--- src/rtl/tfsm_pkg.sv ---
package tfsm_pkg;

    localparam int SEL_W  = 5;
    localparam int SRC_N  = 1 << SEL_W;
    localparam int ST_W   = 2;
    localparam int EXT_N  = 2;
    localparam int IDX_W  = ST_W + EXT_N;
    localparam int TBL_W  = 1 << IDX_W;
    localparam int ADDR_W = 2;
    localparam int DATA_W = TBL_W;

    typedef logic [TBL_W-1:0] tbl_t;
    typedef logic [SEL_W-1:0] sel_t;

    typedef enum logic [ADDR_W-1:0] {
        CFG_NEXT_LO = 2'd0,
        CFG_NEXT_HI = 2'd1,
        CFG_OUT_TBL = 2'd2,
        CFG_SELECTS = 2'd3
    } cfg_addr_e;

    typedef struct packed {
        tbl_t nxt_lo;
        tbl_t nxt_hi;
        tbl_t out_tbl;
        sel_t sel_hi;
        sel_t sel_lo;
    } cfg_t;

    typedef struct packed {
        logic ext1;
        logic ext0;
        logic st1;
        logic st0;
    } idx_t;

    function automatic logic tbl_bit(input tbl_t t, input idx_t i);
        return t[i];
    endfunction

endpackage

--- src/rtl/tfsm_cfg_regs.sv ---
module tfsm_cfg_regs
    import tfsm_pkg::*;
(
    input  logic              clk,
    input  logic              rst,
    input  logic              run_en,
    input  logic              cfg_we,
    input  logic [ADDR_W-1:0] cfg_addr,
    input  logic [DATA_W-1:0] cfg_wdata,
    output cfg_t              cfg_q
);

    logic      wr_ok;
    cfg_addr_e addr_e;

    assign wr_ok  = cfg_we && !run_en;
    assign addr_e = cfg_addr_e'(cfg_addr);

    always_ff @(posedge clk) begin
        if (rst) begin
            cfg_q <= '0;
        end else if (wr_ok) begin
            unique case (addr_e)
                CFG_NEXT_LO: cfg_q.nxt_lo  <= cfg_wdata;
                CFG_NEXT_HI: cfg_q.nxt_hi  <= cfg_wdata;
                CFG_OUT_TBL: cfg_q.out_tbl <= cfg_wdata;
                CFG_SELECTS: begin
                    cfg_q.sel_lo <= cfg_wdata[SEL_W-1:0];
                    cfg_q.sel_hi <= cfg_wdata[2*SEL_W-1:SEL_W];
                end
                default: ;
            endcase
        end
    end

endmodule

--- src/rtl/tfsm_src_mux.sv ---
module tfsm_src_mux
    import tfsm_pkg::*;
(
    input  sel_t             sel,
    input  logic [SRC_N-1:0] src_bus,
    output logic             ext
);

    always_comb begin
        if (sel == '0) ext = 1'b0;
        else           ext = src_bus[sel];
    end

endmodule

--- src/rtl/tfsm_state.sv ---
module tfsm_state
    import tfsm_pkg::*;
(
    input  logic             clk,
    input  logic             rst,
    input  logic             run_en,
    input  cfg_t             cfg_q,
    input  logic [EXT_N-1:0] ext,
    output logic [ST_W-1:0]  state_q,
    output logic             lut_out
);

    idx_t            idx;
    logic [ST_W-1:0] state_d;

    always_comb begin
        idx.ext1 = ext[1];
        idx.ext0 = ext[0];
        idx.st1  = state_q[1];
        idx.st0  = state_q[0];
        state_d[0] = tbl_bit(cfg_q.nxt_lo, idx);
        state_d[1] = tbl_bit(cfg_q.nxt_hi, idx);
        lut_out    = tbl_bit(cfg_q.out_tbl, idx);
    end

    always_ff @(posedge clk) begin
        if (rst)         state_q <= '0;
        else if (run_en) state_q <= state_d;
    end

endmodule

--- src/rtl/tbl_fsm2.sv ---
module tbl_fsm2
    import tfsm_pkg::*;
(
    input  logic              clk,
    input  logic              rst,
    input  logic              run_en,
    input  logic              cfg_we,
    input  logic [ADDR_W-1:0] cfg_addr,
    input  logic [DATA_W-1:0] cfg_wdata,
    input  logic [SRC_N-1:0]  src_bus,
    output logic [ST_W-1:0]   state_q,
    output logic              lut_out
);

    cfg_t             cfg_q;
    logic [EXT_N-1:0] ext_sel;
    sel_t             sel_arr [EXT_N];

    assign sel_arr[0] = cfg_q.sel_lo;
    assign sel_arr[1] = cfg_q.sel_hi;

    tfsm_cfg_regs u_cfg (
        .clk       (clk),
        .rst       (rst),
        .run_en    (run_en),
        .cfg_we    (cfg_we),
        .cfg_addr  (cfg_addr),
        .cfg_wdata (cfg_wdata),
        .cfg_q     (cfg_q)
    );

    for (genvar g = 0; g < EXT_N; g++) begin : g_mux
        tfsm_src_mux u_mux (
            .sel     (sel_arr[g]),
            .src_bus (src_bus),
            .ext     (ext_sel[g])
        );
    end

    tfsm_state u_state (
        .clk     (clk),
        .rst     (rst),
        .run_en  (run_en),
        .cfg_q   (cfg_q),
        .ext     (ext_sel),
        .state_q (state_q),
        .lut_out (lut_out)
    );

endmodule

--- config.mk ---
export PLATFORM = sky130hd
export DESIGN_NAME = tbl_fsm2
export DESIGN_NICKNAME = d
export VERILOG_FILES = /design/src/rtl/tfsm_pkg.sv /design/src/rtl/tfsm_cfg_regs.sv /design/src/rtl/tfsm_src_mux.sv /design/src/rtl/tfsm_state.sv /design/src/rtl/tbl_fsm2.sv
export SDC_FILE = /design/constraint.sdc
export NUM_CORES = 1
export LEC_CHECK = 0
export ABC_AREA = 1
export BUFFER_PORTS_ARGS = -buffer_cell sky130_fd_sc_hd__buf_4
export CAP_MARGIN = 20
export CELL_PAD_IN_SITES_DETAIL_PLACEMENT = 0
export CELL_PAD_IN_SITES_GLOBAL_PLACEMENT = 1
export CORE_ASPECT_RATIO = 0.6
export CORE_MARGIN = 8
export CORE_UTILIZATION = 39
export CTS_CLUSTER_DIAMETER = 30
export CTS_CLUSTER_SIZE = 12
export DETAILED_ROUTE_END_ITERATION = 8
export GPL_ROUTABILITY_DRIVEN = 0
export PLACE_DENSITY = 0.79
export SYNTH_ARGS = -nofsm -noshare
export SYNTH_HDL_FRONTEND = slang
export SYNTH_HIERARCHICAL = 1
export SYNTH_SLANG_ARGS = --single-unit
--- constraint.sdc ---
create_clock -name clk -period 2.35 [get_ports clk]
set_input_delay 0.47 -clock clk [delete_from_list [all_inputs] [get_ports clk]]
set_output_delay 0.47 -clock clk [all_outputs]
set_load 0.01 [all_outputs]
# Word level (Yosys, flattened, before mapping)
# Index checks and enable logic that the tools add are counted.
# op_classes
reduce_logical	9
muxes	12
n_eq_ne	3
magnitude_cmp	3
# op_table
operator	count
$bmux W1 S4	3
$lt A5 B6 Y1 const B	2
$bmux W1 S5	2
$logic_not A5 Y1	2
$reduce_and A2 Y1	4
$mux W1	7
$lt A4 B5 Y1 const B	1
$eq A2 B2 Y1 const B	2
$eq A2 B1 Y1 const B	1
$logic_not A2 Y1	1
$logic_and A1 B1 Y1	1
$logic_not A1 Y1	1
# totals
wordCells	33
output_inout_bits	3
ff_bits	60
inputBits	54

# Longest topological paths before layout
# Gate-level depths: netlist of run 1.
# depth
ltp_word	5
depth_mapped	20
mapped_depth_nobuf	17

# By module
# Netlist of run 1, hierarchy kept.
# by_module_without_submodules
module	cells_each	area_each_um2	seq_area_each_um2	instances
tfsm_cfg_regs	344	2393.5	1161.1	1
tfsm_src_mux	109	465.4	0.0	2
tfsm_state	112	560.5	40.0	1

# Worst setup path before layout of run 1
# No wires, ideal clock.
# synth_timing
path_type	reg-to-output
from	register u_cfg/cfg_q[0] (netlist name)
to	output port lut_out
t_arrival_ps	1580
stages_incl_launch_ff	17
t_required_ps	1880
slack_ps	300
path_buffers	3
path_cell_list	dfxtp_1 -> buf_6 -> inv_6 -> buf_6 -> nand2_1 -> nand2_1 -> nand2_1 -> nand3_1 -> nand3_1 -> nand2_1 -> nand2_1 -> nand2_1 -> buf_2 -> inv_1 -> o211ai_1 -> nand3_1 -> nand2_1
# synth_between
elab_chain_len	5
elab_cells_between_ends	6
classes_between	5 x mux; 1 x reduce/logical
# synth_rtl
item	line_no	source
$bmux W1 S5	tfsm_src_mux.sv:11	else ext = src_bus[sel];
$mux W1 (implied by the code)	tfsm_src_mux.sv:11	
$mux W1 *	tfsm_src_mux.sv:10	if (sel == '0) ext = 1'b0;
net ext_sel[0]	tbl_fsm2.sv:16	logic [EXT_N-1:0] ext_sel;
$bmux W1 S4 *	tfsm_pkg.sv:38	return t[i];
$mux W1 (implied by the code) *	tfsm_pkg.sv:38	
end, declared	tbl_fsm2.sv:12	output logic lut_out
# Mark *: on every way through the listed nets, which the timed path passes. The rest lies on a longest branch. The select of a mux whose other input is x is not followed.

# Worst setup path in the final report of run 1
# layout_timing
from	register u_cfg/cfg_q[0] (netlist name)
to	output port lut_out
# layout_between
elab_chain_len	5
elab_cells_between_ends	6
classes_between	5 x mux; 1 x reduce/logical
# layout_rtl
item	line_no
$bmux W1 S5	tfsm_src_mux.sv:11
$mux W1 (implied by the code)	tfsm_src_mux.sv:11
$mux W1 *	tfsm_src_mux.sv:10
net ext_sel[0]	tbl_fsm2.sv:16
$bmux W1 S4 *	tfsm_pkg.sv:38
$mux W1 (implied by the code) *	tfsm_pkg.sv:38
# Marked as above.

==> flow_summary.json, run 1 <==
{
  "status": "complete, but fails checks",
  "violations": "setup timing",
  "antenna_found_initial": 0,
  "cts_buffers": 9,
  "path_cells": "buf_12, inv_12, nand2_1, nand3_1, nand2_1, nand2_1, nand2_1, inv_1, nand2_1, nand2_1, nand2_2, inv_2, o211ai_1, nand3_1, nand2_1, buf_6",
  "initial_utilization_pct": 39.7,
  "min_period_over_period_pct": 103,
  "rsz0062_at_grt": "yes",
  "dp_slack_ns": 0.105,
  "stdcell_area_sq_um": 4760,
  "worstSkewPairLatency_ns": 0.33,
  "hold_viol": 0,
  "critPathBufInv": 5,
  "hold_path_class": "input port to flop",
  "cts_tree": "built",
  "postRouteAntennaNets": 0,
  "die-width_um": 145,
  "cpMostUsedCell": "nand2_1",
  "drcViolationCount": 0,
  "critPathMaxStageDelay_ns": 0.32,
  "cp-start-kind": "flop",
  "yosys-top-cells-count": "nand2_1 (213), nand3_1 (120), nor2_1 (119)",
  "grt_pass1_vias": 3766,
  "synth_cell_types": 23,
  "detailed_place_hpwl_um": 9000,
  "dr.pass1.iters": 4,
  "setup-tns-final_ns": -0.0771,
  "skew_ns": 0.00327,
  "fmax_mhz": 412,
  "drive_gt1_share_pct": 16.2,
  "cts_buffer_depth": 2,
  "grt_use_total_pct": 18.6,
  "fp.coreArea_sq_um": 9770,
  "synthFlopType": "dfxtp_1",
  "ys_top_cells_by_area": "dfxtp_1 (31%), nand2_1 (21%), nand3_1 (15%)",
  "clkSinkCount": 60,
  "wl_met1_um": 6630,
  "nets": 777,
  "avgViaCountPerCell": 4.80,
  "cpMaxStageDelayCell": "dfxtp_2",
  "synth.largest_area_cell": "dfxtp_1",
  "pin_count": 57,
  "grt_remaining_overflow": 0,
  "postSynthCellCount": 674,
  "power.density_nw_per_um2": 658,
  "grt_max_degree": 38,
  "path_class": "flop to output port",
  "yosys.area.top_type_share_pct": 30.9,
  "syn_area_per_cell_sq_um": 5.76,
  "area_growth_pct": 22.6,
  "die-height_um": 93.3,
  "io_buffers": 56,
  "routed_wl_um": 12100,
  "clockRootBuffer": "clkbuf_16",
  "placedInstanceArea_sq_um": 4370,
  "dr_wl_met2_um": 4640,
  "power_mw": 3.13,
  "drtIter0Drc": 338,
  "slew_headroom_pct": 71.2,
  "antenna_cells": 0,
  "slew_viol_final": 0,
  "clk_pin_slew_ns": 0.05,
  "wl_per_cell_um": 14.0,
  "power_leakage_nw": 2.39,
  "synth.most_common_cell": "nand2_1",
  "cap_violations": 0,
  "die-area_sq_um": 13500,
  "top_layer": "met4",
  "wl_met3_um": 760,
  "synth-edff-count": 0,
  "tightest_slew_ns": 0.431,
  "min_period_ns": 2.43,
  "cp_top_family": "simple AND/OR/NAND/NOR gates",
  "grt_pass1_wl_um": 19600,
  "critPathMaxFanout": 17,
  "syn_nets": 728,
  "ys_seq_elements": 60,
  "irDropWorstVdd_uv": 417,
  "worst_hold_slack_ns": 0.410,
  "yosys_warnings": 6,
  "cp.arrival_ns": 1.96,
  "synth_seq_area_share_pct": 30.9,
  "async_reset_ff_share_pct": 0,
  "cts_max_level": 3,
  "fp-row-count": 28,
  "setup_viol": 1,
  "setup_ws_ns": -0.0771,
  "vias": 4141,
  "setup.worst_path.end_class": "output port",
  "syn_area_sq_um": 3880,
  "required_ns": 1.88
}
[cells by family after synthesis]
group	after synthesis	synth area share, %
buf+inv	122	15.2
compound gates	31	4.35
flops	60	30.9
simple gates	461	49.5
[worst register-to-register path, cell delays in order (launching register included)]
cell	delay (ns)
dfxtp_2	0.32
buf_12	0.14
inv_12	0.10
nand2_1	0.06
nand3_1	0.06
nand2_1	0.08
nand2_1	0.06
nand2_1	0.06
inv_1	0.06
nand2_1	0.05
nand2_1	0.06
nand2_2	0.08
inv_2	0.08
buf_4	0.17
nand3_1	0.13
nand3_1	0.09
nand3b_1	0.07
nand2_1	0.08
a21oi_1	0.04
[per-stage QoR]
step,utilization [%],cells
4_1_cts,48.7,863
3_5_place_dp,44.7,846
5_1_grt,48.7,863
2_1_floorplan,-,674
6_report,48.7,863
3_3_place_gp,44.7,846
[state kept, by name, summed over array words and instances (netlist names)]
signal           count
u_cfg/cfg_q         58
u_state/state_q      2
[timing repair]
| item | in CTS | in global routing |
|---|---|---|
| buffers inserted | 1 | 0 |
| resized for setup | 11 | 2 |
| hold buffers | 0 | 0 |
| setup endpoints to repair | 1 | 1 |
[power by group]
| part | internal (mW) | switching, mW | total, mW |
|---|---|---|---|
| Combinational | 0.222 | 0.344 | 0.566 |
| Clock | 1.01 | 0.475 | 1.49 |
| Sequential | 1.06 | 0.0246 | 1.08 |
| Total | 2.29 | 0.844 | 3.13 |
[path summary, 6_finish.rpt]
kind	slack (ns)	cells past startpoint	endpoint	from
min	0.41	4	u_state/state_q[0]$_SDFFE_PP0P_	rst
min reg2reg	0.48	2	u_cfg/cfg_q[15]$_SDFFE_PP0P_	u_cfg/cfg_q[15]$_SDFFE_PP0P_
max reg2reg	0.43	18	u_state/state_q[1]$_SDFFE_PP0P_	u_cfg/cfg_q[0]$_SDFFE_PP0P_
max	-0.08	16	lut_out	u_cfg/cfg_q[0]$_SDFFE_PP0P_
[layout make-up]
type                            instances  area, sq um
Sequential cell                        60         1200
Timing Repair Buffer                   74          584
Clock inverter                          4         70.1
Fill cell                            1076         5010
Multi-Input combinational cell        492         2120
Tap cell                              135          169
Clock buffer                           12          267
Inverter                               86          345
[routing by layer]
metal  up-vias  track usage (%)
li1       2170                -
met2       107             24.5
met3        11             5.19
met5         -                0
met1      1853             28.7
met4         0             3.36
[cells in the final DEF, fill, tap and decap left out, drive strengths merged]
cell type,count
bufinv,2
clkinv,3
a31oi,2
a21oi,17
dfxtp,60
nand3,120
nand3b,1
o211ai,3
nor2,124
inv,85
nand2,216
o221ai,1
clkbuf,12
o21ai,8
buf,74
Power figures use the tool's default switching activity.
==> run 2, diff against run 1 <==
--- a/config.mk
+++ b/config.mk
@@ -5,19 +5,18 @@
 export SDC_FILE = /design/constraint.sdc
 export NUM_CORES = 1
 export LEC_CHECK = 0
-export ABC_AREA = 1
 export BUFFER_PORTS_ARGS = -buffer_cell sky130_fd_sc_hd__buf_4
 export CAP_MARGIN = 20
 export CELL_PAD_IN_SITES_DETAIL_PLACEMENT = 0
 export CELL_PAD_IN_SITES_GLOBAL_PLACEMENT = 1
 export CORE_ASPECT_RATIO = 0.6
 export CORE_MARGIN = 8
-export CORE_UTILIZATION = 39
+export CORE_UTILIZATION = 44
 export CTS_CLUSTER_DIAMETER = 30
 export CTS_CLUSTER_SIZE = 12
 export DETAILED_ROUTE_END_ITERATION = 8
 export GPL_ROUTABILITY_DRIVEN = 0
-export PLACE_DENSITY = 0.79
+export PLACE_DENSITY_LB_ADDON = 0.2
 export SYNTH_ARGS = -nofsm -noshare
 export SYNTH_HDL_FRONTEND = slang
 export SYNTH_HIERARCHICAL = 1
==> flow_summary.json, run 2 <==
{
  "status": "complete, but fails checks",
  "violations": "setup timing",
  "synth_seq_area_share_pct": 34.7,
  "worstHoldPathCells": 3,
  "slew_viol_final": 0,
  "cap_violations": 0,
  "cpMostUsedCell": "mux4_2",
  "drive_gt1_share_pct": 30.3,
  "critPathMaxFanout": 3,
  "cts_tree": "built",
  "drtIter0Drc": 220,
  "yosys_warnings": 6,
  "cts_buffer_depth": 2,
  "reg_top3": "u_cfg/cfg_q x58, u_state/state_q x2",
  "syn_area_per_cell_sq_um": 10.7,
  "area_growth_pct": 27.6,
  "synth.most_common_cell": "mux2i_1",
  "hold_path_class": "input port to flop",
  "required_ns": 1.88,
  "grt_remaining_overflow": 0,
  "syn_nets": 377,
  "syn_area_sq_um": 3460,
  "fp.coreArea_sq_um": 7760,
  "dp_slack_ns": -0.472,
  "clk_pin_slew_ns": 0.05,
  "path_class": "flop to output port",
  "critPathLaunch": "u_cfg/cfg_q[0]$_SDFFE_PP0P_",
  "cp_top_family": "multiplexers",
  "multiInputGateArea_sq_um": 2150,
  "setup_viol": 3,
  "antenna_cells": 0,
  "cpMaxStageDelayCell": "mux4_2",
  "rsz0062_at_grt": "yes",
  "rr_worst_depth": 11,
  "irDropWorstVdd_uv": 377,
  "critPathBufInv": 2,
  "grt_use_total_pct": 17.2,
  "postSynthCellCount": 323,
  "seq_area_sq_um": 1200,
  "pin_count": 57,
  "io_buffers": 55,
  "detailed_place_hpwl_um": 6960,
  "path_cells": "mux4_2, o22a_1, a22oi_2, o211ai_1, buf_4, mux4_2, buf_6",
  "die-area_sq_um": 11100,
  "grt_pass1_wl_um": 14500,
  "antenna_found_initial": 0,
  "async_reset_ff_share_pct": 0,
  "cp-start-kind": "flop",
  "min_period_over_period_pct": 121,
  "cts_hold_buf": 0,
  "hold_viol": 0,
  "synth_cell_types": 30,
  "critPathMaxStageDelay_ns": 0.50,
  "slew_headroom_pct": 55.9,
  "post-route-util_pct": 56.9,
  "dr.pass1.iters": 5,
  "tightest_slew_ns": 0.661,
  "postRouteAntennaNets": 0,
  "fp-row-count": 25,
  "synth.largest_area_cell": "dfxtp_1",
  "grt_max_degree": 79,
  "hp-start": "cfg_wdata[14]",
  "min_period_ns": 2.84,
  "yosys.area.top_type_share_pct": 34.7,
  "worstReg2RegEnd": "u_state/state_q[1]$_SDFFE_PP0P_",
  "ys_seq_elements": 60,
  "top_register": "u_cfg/cfg_q",
  "routed_wl_um": 9210,
  "die-height_um": 84.7,
  "clkSinkCount": 60,
  "worstSkewPairLatency_ns": 0.33,
  "setup_ws_ns": -0.494,
  "synth-edff-count": 0,
  "setup.worst_path.end_class": "output port",
  "wl_per_cell_um": 18.4,
  "placed_cells": 487,
  "power.density_nw_per_um2": 575,
  "fmax_mhz": 352,
  "nFillCells": 691,
  "clockRootBuffer": "clkbuf_16",
  "nets": 447,
  "mostFrequentLayoutCells": "mux2i_1 (79), nand2b_1 (78), buf_4 (78)",
  "reg2reg_from": "u_cfg/cfg_q[0]$_SDFFE_PP0P_",
  "hold_path_end": "u_cfg/cfg_q[24]$_SDFFE_PP0P_",
  "cts_buffers": 9,
  "cp.arrival_ns": 2.37,
  "largest_reg_flops": 58,
  "drcViolationCount": 0,
  "grt_pass1_vias": 2634,
  "power_leakage_nw": 1.88,
  "power_mw": 2.54,
  "yosys-top-cells-count": "mux2i_1 (79), nand2b_1 (78), dfxtp_1 (60)",
  "die-width_um": 130,
  "avgViaCountPerCell": 5.32,
  "synthFlopType": "dfxtp_1",
  "ys_top_cells_by_area": "dfxtp_1 (35%), mux2i_1 (23%), nand2b_1 (14%)",
  "vias": 2665,
  "r2r_slack_ns": -0.42,
  "cts_max_level": 3,
  "initial_utilization_pct": 44.6,
  "instances_no_fill": 501,
  "final_common_cell": "mux2i_1",
  "skew_ns": 0.00631
}
## run 2: changes by cell type in the layout (fill, tap and decap cells not counted), moves of 12 or more
cell | before | now
a21oi_1 | 17 | 5
mux4_2 | 0 | 12
nand3_1 | 119 | 6
mux2i_1 | 0 | 79
nand2_1 | 207 | 8
nand2b_1 | 0 | 78
inv_1 | 76 | 2
nor2_1 | 117 | 5
## run 2: layout make-up
cell class	count	share of cell area, %
clock buffers	11	5.72
inverters	2	0.170
multi-input cells	237	48.6
flip-flops and latches	60	27.3
well taps	108	3.06
repair buffers	83	15.1
## run 2: worst register-to-register path, delay by kind of cell (launching register included)
kind            cells  cell delay [ns]
compound gates      5             0.66
buf+inv             3             0.42
flops               1             0.35
mux                 3             1.20
## run 2: power by group
part           switching [mW]  leakage [nW]  internal [mW]
sequential             0.0194         0.487           1.04
clock                   0.410         0.125          0.738
combinational           0.141          1.27          0.186
## run 2: cell families after synthesis
logic type,after synthesis,synth area share (%)
buffers and inverters,26,3.90
DFF,60,34.7
and+or+nand+nor,115,21.0
AOI/OAI and AO/OA,23,4.81
muxes,99,35.5
## run 2: worst max-delay path by stage
| stage | endpoint | slack [ns] | cells past startpoint |
|---|---|---|---|
| final | lut_out | -0.49 | 7 |
| after global routing | lut_out | -0.60 | 7 |
| after CTS | lut_out | -0.53 | 7 |
| after detailed placement | u_state/state_q[0]$_SDFFE_PP0P_ | -0.47 | 11 |
| after global placement | lut_out | -0.44 | 8 |
| after floorplan | u_state/state_q[1]$_SDFFE_PP0P_ | -0.20 | 9 |
## run 2: repair_timing
item / in CTS / in global routing
pin swaps: 2 / 0
setup buffers: 2 / 1
endpoints found under the setup margin: 3 / 3
gates resized for setup: 7 / 6
## run 2: routing by layer
| layer | global-route usage [%] | wire length (um) | part of all wire, % | vias up |
|---|---|---|---|---|
| met2 | 22.7 | 3720 | 40 | 66 |
| met4 | 4.35 | 72 | 0.78 | 0 |
| met5 | 0 | 0 | 0 | - |
| met3 | 5.12 | 578 | 6.3 | 8 |
| li1 | - | - | - | 1301 |
| met1 | 25.8 | 4840 | 53 | 1290 |
## run 2: metrics by stage
stage | TNS [ns] | hold WS [ns] | instance area (sq um)
after floorplan | -0.428 | 0.444 | 3470
after global placement | -1.29 | 0.458 | 4110
after detailed placement | -1.39 | 0.465 | 4110
after CTS | -1.21 | 0.454 | 4390
after global routing | -1.67 | 0.472 | 4420
final | -1.30 | 0.455 | 4420
